## config.mk

```make
export PLATFORM = sky130hd
export DESIGN_NAME = col_burst_gen
export DESIGN_NICKNAME = d
export VERILOG_FILES = /design/src/rtl/cbg_pkg.sv /design/src/rtl/cbg_addr.sv /design/src/rtl/cbg_legal.sv /design/src/rtl/cbg_seq.sv /design/src/rtl/col_burst_gen.sv
export SDC_FILE = /design/constraint.sdc
export NUM_CORES = 1
export LEC_CHECK = 0
export ABC_AREA = 1
export ABC_CLOCK_PERIOD_IN_PS = 1530
export BUFFER_PORTS_ARGS = -buffer_cell sky130_fd_sc_hd__buf_2
export CORE_ASPECT_RATIO = 1.2
export CORE_MARGIN = 3
export CORE_UTILIZATION = 45
export CTS_CLUSTER_DIAMETER = 80
export DETAILED_ROUTE_END_ITERATION = 6
export GPL_TIMING_DRIVEN = 0
export PLACE_DENSITY = 0.74
export SYNTH_ARGS = -nofsm -noshare
export SYNTH_HDL_FRONTEND = slang
export SYNTH_SLANG_ARGS = --single-unit
```

## constraint.sdc

```tcl
create_clock -name clk -period 1.53 [get_ports clk]
set_input_delay 0.153 -clock clk [delete_from_list [all_inputs] [get_ports clk]]
set_output_delay 0.153 -clock clk [all_outputs]
set_load 0.01 [all_outputs]
```

## src/rtl/cbg_pkg.sv

```systemverilog
package cbg_pkg;
  typedef enum logic {
    ORD_SEQ = 1'b0,
    ORD_ILV = 1'b1
  } order_e;

  typedef struct packed {
    logic   is_wr;
    logic   bl_long;
    order_e order;
  } burst_ctx_t;
endpackage

```

## src/rtl/cbg_addr.sv

```systemverilog
module cbg_addr #(
  parameter int unsigned COL_W  = 10,
  parameter int unsigned BEAT_W = 3
) (
  input  logic [COL_W-1:0]  start_col,
  input  logic [BEAT_W-1:0] beat,
  input  logic              bl_long,
  input  cbg_pkg::order_e   order,
  output logic [COL_W-1:0]  col
);
  logic [BEAT_W-1:0] seq_off;
  logic [BEAT_W-1:0] ilv_off;

  always_comb begin
    seq_off = start_col[BEAT_W-1:0] + beat;
    ilv_off = start_col[BEAT_W-1:0] ^ beat;
  end

  assign col[COL_W-1:BEAT_W] = start_col[COL_W-1:BEAT_W];

  for (genvar i = 0; i < BEAT_W; i++) begin : g_off
    if (i < BEAT_W - 1) begin : g_always_in
      assign col[i] = (order == cbg_pkg::ORD_ILV) ? ilv_off[i] : seq_off[i];
    end else begin : g_top_bit
      assign col[i] = !bl_long ? start_col[i] :
                      (order == cbg_pkg::ORD_ILV) ? ilv_off[i] : seq_off[i];
    end
  end
endmodule

```

## src/rtl/cbg_legal.sv

```systemverilog
module cbg_legal #(
  parameter int unsigned BEAT_W = 3
) (
  input  logic              cmd_valid,
  input  logic              cmd_is_wr,
  input  logic              active,
  input  logic [BEAT_W-1:0] beat,
  input  logic              cur_is_wr,
  input  logic              bl_long,
  input  logic              prev_acc,
  output logic              accept,
  output logic              reject
);
  localparam int unsigned    HALF      = (1 << BEAT_W) / 2;
  localparam logic [BEAT_W-1:0] LAST_LONG = BEAT_W'((1 << BEAT_W) - 1);
  localparam logic [BEAT_W-1:0] LAST_SHRT = BEAT_W'(HALF - 1);

  logic on_last;
  logic on_half;
  logic ok;

  always_comb begin
    on_last = bl_long ? (beat == LAST_LONG) : (beat == LAST_SHRT);
    on_half = bl_long && (beat == LAST_SHRT) && (cmd_is_wr == cur_is_wr);
    if (prev_acc)    ok = 1'b0;
    else if (!active) ok = 1'b1;
    else             ok = on_last || on_half;
    accept = cmd_valid && ok;
    reject = cmd_valid && !ok;
  end
endmodule

```

## src/rtl/cbg_seq.sv

```systemverilog
module cbg_seq #(
  parameter int unsigned COL_W  = 10,
  parameter int unsigned BEAT_W = 3
) (
  input  logic                clk,
  input  logic                rst_n,
  input  logic                accept,
  input  logic                reject,
  input  logic [COL_W-1:0]    cmd_col,
  input  logic                cmd_is_wr,
  input  logic                cfg_bl_long,
  input  cbg_pkg::order_e     cfg_order,
  output logic                active,
  output logic [BEAT_W-1:0]   beat,
  output logic [COL_W-1:0]    start_col,
  output cbg_pkg::burst_ctx_t ctx,
  output logic                prev_acc,
  output logic                err,
  output logic                on_last
);
  localparam logic [BEAT_W-1:0] LAST_LONG = BEAT_W'((1 << BEAT_W) - 1);
  localparam logic [BEAT_W-1:0] LAST_SHRT = BEAT_W'((1 << BEAT_W) / 2 - 1);

  logic                active_d;
  logic [BEAT_W-1:0]   beat_d;
  logic [COL_W-1:0]    start_d;
  cbg_pkg::burst_ctx_t ctx_d;
  logic                start_en;

  always_comb begin
    on_last  = active && (ctx.bl_long ? (beat == LAST_LONG) : (beat == LAST_SHRT));
    start_en = accept;
    active_d = active;
    beat_d   = beat;
    start_d  = start_col;
    ctx_d    = ctx;
    if (accept) begin
      active_d    = 1'b1;
      beat_d      = '0;
      start_d     = cmd_col;
      ctx_d.is_wr = cmd_is_wr;
      if (!active) begin
        ctx_d.bl_long = cfg_bl_long;
        ctx_d.order   = cfg_order;
      end
    end else if (active) begin
      if (on_last) begin
        active_d = 1'b0;
        beat_d   = '0;
      end else begin
        beat_d = beat + 1'b1;
      end
    end
  end

  always_ff @(posedge clk or negedge rst_n) begin
    if (!rst_n) begin
      active   <= 1'b0;
      beat     <= '0;
      prev_acc <= 1'b0;
      err      <= 1'b0;
    end else begin
      active   <= active_d;
      beat     <= beat_d;
      prev_acc <= accept;
      err      <= reject;
    end
  end

  always_ff @(posedge clk or negedge rst_n) begin
    if (!rst_n) begin
      start_col <= '0;
      ctx       <= '0;
    end else if (start_en) begin
      start_col <= start_d;
      ctx       <= ctx_d;
    end
  end

  // a dropped command leaves a running burst stepping on unchanged
  p_reject_ignored_r6: assert property (@(posedge clk) disable iff (!rst_n)
    (reject && active && !on_last) |=>
      (active && beat == $past(beat) + 1'b1 && start_col == $past(start_col)));

  // final beat without a new command ends the burst
  p_last_ends_r1: assert property (@(posedge clk) disable iff (!rst_n)
    (on_last && !accept) |=> !active);
endmodule

```

## src/rtl/col_burst_gen.sv

```systemverilog
module col_burst_gen #(
  parameter int unsigned COL_W  = 10,
  parameter int unsigned BEAT_W = 3
) (
  input  logic             clk,
  input  logic             rst_n,
  input  logic             cmd_valid,
  input  logic             cmd_is_wr,
  input  logic [COL_W-1:0] cmd_col,
  input  logic             cfg_long_burst,
  input  logic             cfg_interleave,
  output logic             addr_valid,
  output logic [COL_W-1:0] col_addr,
  output logic             addr_is_wr,
  output logic             last_beat,
  output logic             cmd_err
);
  logic                active;
  logic [BEAT_W-1:0]   beat;
  logic [COL_W-1:0]    start_col;
  cbg_pkg::burst_ctx_t ctx;
  logic                prev_acc;
  logic                accept;
  logic                reject;
  logic                on_last;
  cbg_pkg::order_e     cfg_order;

  assign cfg_order = cfg_interleave ? cbg_pkg::ORD_ILV : cbg_pkg::ORD_SEQ;

  cbg_legal #(.BEAT_W(BEAT_W)) u_legal (
    .cmd_valid (cmd_valid),
    .cmd_is_wr (cmd_is_wr),
    .active    (active),
    .beat      (beat),
    .cur_is_wr (ctx.is_wr),
    .bl_long   (ctx.bl_long),
    .prev_acc  (prev_acc),
    .accept    (accept),
    .reject    (reject)
  );

  cbg_seq #(.COL_W(COL_W), .BEAT_W(BEAT_W)) u_seq (
    .clk         (clk),
    .rst_n       (rst_n),
    .accept      (accept),
    .reject      (reject),
    .cmd_col     (cmd_col),
    .cmd_is_wr   (cmd_is_wr),
    .cfg_bl_long (cfg_long_burst),
    .cfg_order   (cfg_order),
    .active      (active),
    .beat        (beat),
    .start_col   (start_col),
    .ctx         (ctx),
    .prev_acc    (prev_acc),
    .err         (cmd_err),
    .on_last     (on_last)
  );

  cbg_addr #(.COL_W(COL_W), .BEAT_W(BEAT_W)) u_addr (
    .start_col (start_col),
    .beat      (beat),
    .bl_long   (ctx.bl_long),
    .order     (ctx.order),
    .col       (col_addr)
  );

  assign addr_valid = active;
  assign addr_is_wr = ctx.is_wr;
  assign last_beat  = on_last;

  // an accepted command shows its own column first
  p_first_beat_r3: assert property (@(posedge clk) disable iff (!rst_n)
    accept |=> (addr_valid && col_addr == $past(cmd_col) && addr_is_wr == $past(cmd_is_wr)));

  // consecutive beats of one burst stay in the aligned group
  p_in_group_r2: assert property (@(posedge clk) disable iff (!rst_n)
    (addr_valid && $past(addr_valid) && !$past(accept)) |->
      ((col_addr >> (ctx.bl_long ? BEAT_W : BEAT_W - 1)) ==
       ($past(col_addr) >> (ctx.bl_long ? BEAT_W : BEAT_W - 1))));

  // accepted commands are at least two cycles apart
  p_spacing_r9: assert property (@(posedge clk) disable iff (!rst_n)
    accept |=> !accept);

  // every refused command gives one error pulse
  p_err_pulse_r6: assert property (@(posedge clk) disable iff (!rst_n)
    (cmd_valid && !accept) |=> cmd_err);
endmodule

```

[Word-level counts from Yosys, hierarchy flattened]
Cells that the tools add are included.
Word-level totals
  bits of input ports: 16
  register bits: 19
  output and inout bits: 14
Operators by class
  equal/unequal tests: 3
  bitwise operators: 2
  add/subtract/negate cells: 2
  reduce and logical (&&, ||, !) cells: 9
  multiplexer cells: 14
Operators by type and width (number)
  $mux 1: 11
  $mux 3: 3
  $logic_and 1x1->1: 5
  $add 3x1->3 const B: 1
  $add 3x3->3: 1
  $eq 3x2->1 const B: 1
  $eq 3x3->1 const B: 1
  $xor 3x3->3: 1
  $reduce_and 2->1: 1
  $reduce_bool 2->1: 1
  $eq 1x1->1: 1
  $logic_not 1->1: 1
  $logic_or 1x1->1: 1
  $not 1->1: 1

[Logic depth before layout (Yosys ltp)]
Gate-level depths: netlist of the first run.
  depth after elaboration: 8
  depth in mapped cells: 10
  mapped depth without buffers: 9

[By module]
Synthesis of the first run repeated with hierarchy kept, for this count alone.
Second synthesis, totals
  cells, all modules: 120
  area, all modules: 973.4 um^2
Modules (own cells, without submodules)
  cbg_seq: area each 738.2 um^2, cells an instance 81, times used 1
  cbg_addr: area each 156.4 um^2, cells an instance 23, times used 1
  cbg_legal: area each 78.8 um^2, cells an instance 16, times used 1

[Least setup slack after synthesis of the first run]
No wires, ideal clock.
  path type: reg-to-output
  start point: register u_seq.beat[0]
  end point: output port col_addr[2]
  path slack: 2 ps
  arrival: 1375 ps
  data required time: 1377 ps
  stages on the path, launching flop included: 6
  cells stage by stage: dfrtp_1 ha_1 fa_1 nand3_1 nand3_1 xnor2_1
Between the ends
  cells in the longest elaborated chain, start to end: 3
RTL lines
  from (decl): RTL line cbg_seq.sv:14  | output logic [BEAT_W-1:0] beat,
  from (signal assigned): RTL line cbg_seq.sv:64  | beat <= beat_d;
  $add 3x3->3: RTL line cbg_addr.sv:15  | seq_off = start_col[BEAT_W-1:0] + beat;
  $mux 1: RTL line cbg_addr.sv:26  | (order == cbg_pkg::ORD_ILV) ? ilv_off[i] : seq_off[i];
  $mux 1: RTL line cbg_addr.sv:25  | assign col[i] = !bl_long ? start_col[i] :
  to (decl): RTL line col_burst_gen.sv:13  | output logic [COL_W-1:0] col_addr,
No other way between the ends.

[Worst setup path after layout of the first run]
Ends and elaborated chain as after synthesis.

==> flow_summary.json, run 1 <==
{
  "layout.filler_cells": 193,
  "tritoncts": "yes",
  "gp_congestion": 0.747,
  "synth_fa_ha_area_share_pct": 8.10,
  "synth_compound_gate_area_share_pct": 2.70,
  "setup_viol_count_final": 19,
  "clock_insertion_delay_worst_skew_ns": 0.30,
  "switching_share_pct": 42.0,
  "first_global_vias": 877,
  "diodes": 0,
  "number_of_sinks_handled_by_clock_tree_synthesis": 19,
  "drt_drc_violations_left": 0,
  "power.leakage_nw": 0.744,
  "primary_flip_flop_cell_chosen_by_synthesis_mapping": "sky130_fd_sc_hd__dfrtp_1",
  "cts.root.buffer_cell": "sky130_fd_sc_hd__clkbuf_4",
  "cts-buffers-inserted": 3,
  "cell_internal_pwr_w": 0.00155,
  "netlist-cell-type-count": 19,
  "drt-pass1-iter-count": 4,
  "fin_nets": 180,
  "via_per_inst": 4.80,
  "critical_path.max_fanout": 2,
  "pwr_density_cell_nw_per_um2": 2010,
  "final.setup.worst_slack_ns": -0.320,
  "synth_area_um2": 1020,
  "setup.worst_path.class": "flip-flop to primary output",
  "yosys.area_share.xor_xnor_pct": 0.859,
  "clock_path_buffers": 2,
  "period_minus_slack_ns": 1.85,
  "floorplan.die.width_um": 49.5,
  "clkSlewWorstSetupHoldPaths_ns": 0.12,
  "detailedPlacementHpwl_mm": 1.59,
  "synth_async_sr_flop_share_pct": 100,
  "grt_setup_unrepaired": "yes",
  "postRouteWirelength_mm": 2.21,
  "syn_area_per_cell_um2": 8.64,
  "failed_checks": "negative setup slack",
  "core.rowCount": 18,
  "ys_ff_latch": 19,
  "final_max_slew_viols": 0,
  "critPathCaptureType": "primary output",
  "initial_core_util_pct": 48.7,
  "global_route.overflow_total": 0,
  "area_of_the_core_um2": 2090,
  "simple_gate_share_of_the_synthesized_area_pct": 29.6,
  "clock_power_share_pct": 9.8,
  "port-buffer-count": 29,
  "netSwitchingPower_w": 0.00112,
  "layout.cells.most_common_list": "sky130_fd_sc_hd__nand2_1 (39), sky130_fd_sc_hd__buf_2 (29), sky130_fd_sc_hd__dfrtp_1 (18)",
  "ys_warn_count": 0,
  "critPathLaunchType": "flip-flop",
  "total_power_w": 0.00268,
  "drive_gt1_share_pct": 36.9,
  "grt_start_max_net_pins": 20,
  "grt_first_pass_wirelength_mm": 3.75,
  "fmaxAchievable_ghz": 0.541,
  "area_delta_synth_final_pct": 30.3,
  "cp.arrival_ns": 1.70,
  "yosys-mux-area-fraction_pct": 0,
  "fp.dieArea_um2": 2880,
  "seqPwrFrac_pct": 33.4,
  "finalHoldViolCount": 0,
  "antenna_found_initial": 0,
  "critical_path_required_ns": 1.38,
  "drt_first_iter_violations": 14,
  "syn_inst": 118,
  "holdWs_ns": 0.0885,
  "timing.final.crit_share_pct": 121,
  "status": "finished with violations",
  "comb_power_share_pct": 56.8,
  "vertical_die_dimension_um": 58.1,
  "dominant_combinational_cell_family_by_area_after_synthesis": "simple AND/OR/NAND/NOR gates",
  "max-slew-margin-rel_pct": 69.5,
  "synth-seq-area-share_pct": 46.6,
  "regToRegSetupSlack_ns": -0.11,
  "floorplan.io_pins": 30,
  "final_antenna_net_count": 0,
  "irDropWorstVdd_mv": 1.04,
  "tightestPinTransition_ns": 0.458,
  "syn-num-nets": 140,
  "hold_path_class": "input port to flip-flop",
  "num_vias": 898,
  "final_common_cell": "sky130_fd_sc_hd__nand2_1",
  "max-cap-violations": 0,
  "htreeDepth": 1,
  "synth-edff-count": 0,
  "timing.clock.skew_ns": 0.00307,
  "global_route.usage.total_pct": 16.7,
  "wire_per_inst_um": 11.8
}
## worst paths after layout
check                                          startpoint                        endpoint  cells past startpoint
setup / recovery                u_seq.beat[0]$_DFFE_PN0P_                     col_addr[2]                      6
hold / removal                                 cmd_col[1]  u_seq.start_col[1]$_DFFE_PN0P_                      3
setup reg to reg                u_seq.beat[0]$_DFFE_PN0P_  u_seq.start_col[8]$_DFFE_PN0P_                     10
hold reg to reg            u_seq.start_col[5]$_DFFE_PN0P_  u_seq.start_col[5]$_DFFE_PN0P_                      2
max in group asynchronous                           rst_n       u_seq.beat[1]$_DFFE_PN0P_                      2
min in group asynchronous                           rst_n        u_seq.ctx[1]$_DFFE_PN0P_                      2
## routing by layer
| layer | track usage, % | routed length, µm | up-vias |
|---|---|---|---|
| met2 | 31.6 | 1150 | 24 |
| met1 | 19.4 | 935 | 420 |
| li1 | - | - | 450 |
| met5 | 0 | 0 | - |
| met3 | 1.80 | 109 | 4 |
| met4 | 5.93 | 19 | 0 |
## state kept, by name (all words and copies together) (netlist names)
signal           count
u_seq.beat           3
u_seq.ctx            3
u_seq.start_col     10
u_seq.prev_acc       1
u_seq.err            1
u_seq.active         1
## power groups by stage
stage	combinational [W]	sequential, W	clock, W
floorplan	0.000912	0.000878	0
global placement	0.00125	0.000886	0
detailed placement	0.00130	0.000902	0
CTS	0.00149	0.000887	0.000267
global route	0.00169	0.000926	0.000288
finish	0.00152	0.000893	0.000262
## per-stage QoR
step / std cells / setup TNS, ns / util (%) / worst slack, ns / instance area, µm²
floorplan: 118 / 0 / - / 0.00236 / 1020
global placement: 177 / -1.13 / 57.4 / -0.0844 / 1200
detailed placement: 177 / -1.54 / 57.4 / -0.133 / 1200
CTS: 187 / -2.16 / 62.4 / -0.316 / 1310
global route: 187 / -3.63 / 63.4 / -0.420 / 1330
finish: 187 / -2.05 / 63.4 / -0.320 / 1330
## cells by family after synthesis
logic type	after synthesis
simple gates	64
buf+inv	23
flops	19
fa+ha+maj	6
compound gates	5
xor+xnor	1
## critical path, cell delays in order (launching register included)
cell	delay, ns
sky130_fd_sc_hd__dfrtp_1	0.41
sky130_fd_sc_hd__ha_2	0.19
sky130_fd_sc_hd__fa_2	0.34
sky130_fd_sc_hd__nand3_1	0.09
sky130_fd_sc_hd__nand3_1	0.10
sky130_fd_sc_hd__xnor2_1	0.13
sky130_fd_sc_hd__buf_2	0.14
## cell type report
cell class	count	area [µm²]	share of cell area, %
timing repair buffer	35	204	15.3
sequential	19	477	35.9
tap	30	37.5	2.82
inverter	12	45.0	3.39
clock inverter	1	5.00	0.377
multi-input combinational	76	455	34.3
buffer	11	82.6	6.21
clock buffer	3	22.5	1.69
## Yosys cell counts (all sizes together) (2+ instances only)
cell    number  area, µm²
buf          9       71.3
a21oi        3       15.0
ha           5       62.6
dfrtp       19        475
nand2       42        165
nor2         6       30.0
nand4       11       68.8
clkbuf       2       7.51
nand3        5       37.5
inv         12       45.0
## timing repair
item                                    4_1_cts  5_1_grt
hold buffers                                  1        0
gates cloned                                  2        0
pin swaps                                     1        3
setup buffers                                 3        0
endpoints found under the setup margin       17       20
endpoints found under the hold margin        19        0
gates resized for setup                      12        4
Note: power is estimated with default switching activity, not from simulation.
==> run 2, diff against run 1 <==
--- a/config.mk
+++ b/config.mk
@@ -7,3 +7,3 @@
 export LEC_CHECK = 0
-export ABC_AREA = 1
+export ABC_AREA = 0
 export ABC_CLOCK_PERIOD_IN_PS = 1530
@@ -12,7 +12,8 @@
 export CORE_MARGIN = 3
-export CORE_UTILIZATION = 45
+export CORE_UTILIZATION = 44
 export CTS_CLUSTER_DIAMETER = 80
 export DETAILED_ROUTE_END_ITERATION = 6
+export GPL_ROUTABILITY_DRIVEN = 1
 export GPL_TIMING_DRIVEN = 0
-export PLACE_DENSITY = 0.74
+export PLACE_DENSITY = 0.73
 export SYNTH_ARGS = -nofsm -noshare
--- a/constraint.sdc
+++ b/constraint.sdc
@@ -3,2 +3,2 @@
 set_output_delay 0.153 -clock clk [all_outputs]
-set_load 0.01 [all_outputs]
+set_load 0.1 [all_outputs]
==> run 2 against run 1 <==
Net effect: via count down 25%; worst hold slack worse by 0.0066 ns; synthesized area down 5.3%; global-route usage down 2.2 points; critical path depth up 1; first-iteration DRC count down 93%; setup slack worse by 0.28 ns; the flow still finishes with violations (negative setup slack); wire length down 17%.
==> flow_summary.json, run 2 <==
{
  "status": "finished with violations",
  "failed_checks": "negative setup slack",
  "timing.final.crit_share_pct": 139,
  "drive_gt1_share_pct": 69.8,
  "max-slew-margin-rel_pct": 67.7,
  "detailedPlacementHpwl_mm": 1.27,
  "final_cell_count_no_fill": 144,
  "synth-edff-count": 0,
  "final_antenna_net_count": 0,
  "period_minus_slack_ns": 2.13,
  "synth_async_sr_flop_share_pct": 100,
  "synth_area_um2": 966,
  "synthTopCellsByArea": "sky130_fd_sc_hd__dfrtp_1 (49%), sky130_fd_sc_hd__mux2_2 (12%), sky130_fd_sc_hd__mux2_4 (7.8%)",
  "port-buffer-count": 29,
  "drt_drc_violations_left": 0,
  "critical_path_required_ns": 1.38,
  "global_route.usage.total_pct": 14.5,
  "via_per_inst": 4.66,
  "gp_congestion": 0.756,
  "placed_cells": 132,
  "synth-seq-area-share_pct": 49.2,
  "hold_path_class": "input port to flip-flop",
  "fp.dieArea_um2": 2800,
  "diodes": 0,
  "grt_setup_unrepaired": "yes",
  "tritoncts": "yes",
  "cts.root.buffer_cell": "sky130_fd_sc_hd__clkbuf_4",
  "core.rowCount": 17,
  "drt_first_iter_violations": 1,
  "vertical_die_dimension_um": 57.3,
  "setup.worst_path.class": "flip-flop to primary output",
  "grt_first_pass_wirelength_mm": 3.14,
  "synth_top_area_share_pct": 49.2,
  "grt_start_max_net_pins": 20,
  "setup_viol_count_final": 19,
  "final.setup.worst_slack_ns": -0.600,
  "syn_area_per_cell_um2": 12.9,
  "antenna_found_initial": 0,
  "area_of_the_core_um2": 1960,
  "netlist.top_cell.by_area": "sky130_fd_sc_hd__dfrtp_1",
  "global_route.overflow_total": 0,
  "primary_flip_flop_cell_chosen_by_synthesis_mapping": "sky130_fd_sc_hd__dfrtp_1",
  "htreeDepth": 1,
  "floorplan.die.width_um": 48.8,
  "ys_ff_latch": 19,
  "post-synth-top-count-cell": "sky130_fd_sc_hd__dfrtp_1",
  "syn-num-nets": 97,
  "finalHoldViolCount": 0,
  "critical_path.max_fanout": 2,
  "cts-buffers-inserted": 3,
  "netlist-cell-type-count": 22,
  "fin_nets": 139,
  "ys_warn_count": 0,
  "drt-pass1-iter-count": 2,
  "syn_inst": 75,
  "critPathCaptureType": "primary output",
  "final_max_slew_viols": 0,
  "clock_path_buffers": 2,
  "max-cap-violations": 0,
  "largest_register": "u_seq.start_col",
  "number_of_sinks_handled_by_clock_tree_synthesis": 19,
  "postRouteWirelength_mm": 1.83,
  "clkSlewWorstSetupHoldPaths_ns": 0.11,
  "synth_top_cells_by_count": "sky130_fd_sc_hd__dfrtp_1 (19), sky130_fd_sc_hd__mux2_2 (10), sky130_fd_sc_hd__buf_4 (7), sky130_fd_sc_hd__nand2_1 (7)",
  "layout_top_registers": "u_seq.start_col (10), u_seq.beat (3), u_seq.ctx (3)",
  "clock_insertion_delay_worst_skew_ns": 0.29,
  "floorplan.io_pins": 30,
  "tightestPinTransition_ns": 0.487,
  "cp.arrival_ns": 1.98,
  "timing.clock.skew_ns": 0.0103,
  "num_vias": 671,
  "layout.cells.most_common_list": "sky130_fd_sc_hd__buf_2 (25), sky130_fd_sc_hd__dfrtp_1 (17), sky130_fd_sc_hd__buf_4 (13)",
  "first_global_vias": 712,
  "critPathLaunchType": "flip-flop",
  "largest_register_ffs": 10,
  "area_delta_synth_final_pct": 47.1,
  "final_common_cell": "sky130_fd_sc_hd__buf_2",
  "wire_per_inst_um": 12.7,
  "initial_core_util_pct": 49.4,
  "fmaxAchievable_ghz": 0.469
}
-- run 2: final cells by class --
type,instances,area (µm²)
Multi-Input combinational cell,46,541
Fill cell,151,536
Sequential cell,19,480
Timing Repair Buffer,37,263
Buffer,8,67.6
Tap cell,28,35.0
Clock buffer,3,22.5
Inverter,2,7.51
Clock inverter,1,5.00
-- run 2: final timing paths --
check,slack [ns],cells after the start,startpoint,to
max,-0.60,7,u_seq.beat[0]$_DFFE_PN0P_,col_addr[2]
min,0.08,2,cmd_col[7],u_seq.start_col[7]$_DFFE_PN0P_
max reg2reg,-0.43,9,u_seq.beat[0]$_DFFE_PN0P_,u_seq.start_col[5]$_DFFE_PN0P_
min in group asynchronous,0.31,2,rst_n,u_seq.err$_DFF_PN0_
max in group asynchronous,0.90,2,rst_n,u_seq.ctx[2]$_DFFE_PN0P_
min reg2reg,0.52,1,u_seq.prev_acc$_DFF_PN0_,u_seq.err$_DFF_PN0_
-- run 2: logic make-up (layout without fill, tap and decap cells) --
logic type | after synthesis | after routing | share of synthesized area (%)
adders and majority gates | 6 | 6 | 8.55
DFF | 19 | 19 | 49.2
muxes | 16 | 16 | 20.5
buffers and inverters | 10 | 51 | 7.38
and+or+nand+nor | 16 | 16 | 7.90
xor gates and xnor gates | 3 | 3 | 2.72
AOI/OAI and AO/OA | 5 | 5 | 3.76
-- run 2: stage by stage --
stage / setup slack (ns) / TNS (ns) / instance area (µm²) / hold slack, ns / util, %
3_5_place_dp: -0.559 / -4.42 / 1200 / 0.119 / 61.2
2_1_floorplan: -0.520 / -2.96 / 1020 / -0.143 / -
4_1_cts: -0.586 / -6.24 / 1330 / 0.0773 / 68.1
5_1_grt: -0.694 / -7.85 / 1420 / 0.0591 / 72.6
6_report: -0.600 / -7.01 / 1420 / 0.0819 / 72.6
3_3_place_gp: -0.552 / -3.94 / 1200 / 0.112 / 61.2
-- run 2: worst max-delay path, cell delays in order, from the launching register on --
cell and delay, ns:
sky130_fd_sc_hd__dfrtp_1 0.41, sky130_fd_sc_hd__ha_2 0.19, sky130_fd_sc_hd__fa_2 0.33, sky130_fd_sc_hd__nor2b_4 0.14, sky130_fd_sc_hd__xnor2_2 0.13, sky130_fd_sc_hd__nand2_2 0.11
sky130_fd_sc_hd__xnor2_4 0.18, sky130_fd_sc_hd__buf_12 0.19
-- run 2: metal layers --
layer | vias up | wire length, µm | GRT usage (%)
li1 | 328 | - | -
met1 | 324 | 772 | 17.8
met2 | 17 | 970 | 24.9
met3 | 2 | 66 | 2.87
met4 | 0 | 17 | 6.10
met5 | - | 0 | 0
-- run 2: repair_timing --
item	4_1_cts	5_1_grt
setup buffers	4	3
gates resized for setup	17	14
endpoints found under the hold margin	19	0
pin swaps	4	4
endpoints found under the setup margin	20	19
hold buffers	1	0
Power of run 2 is not shown: default switching activity piles up to over one toggle a cycle in this logic, so the estimate is an artifact.
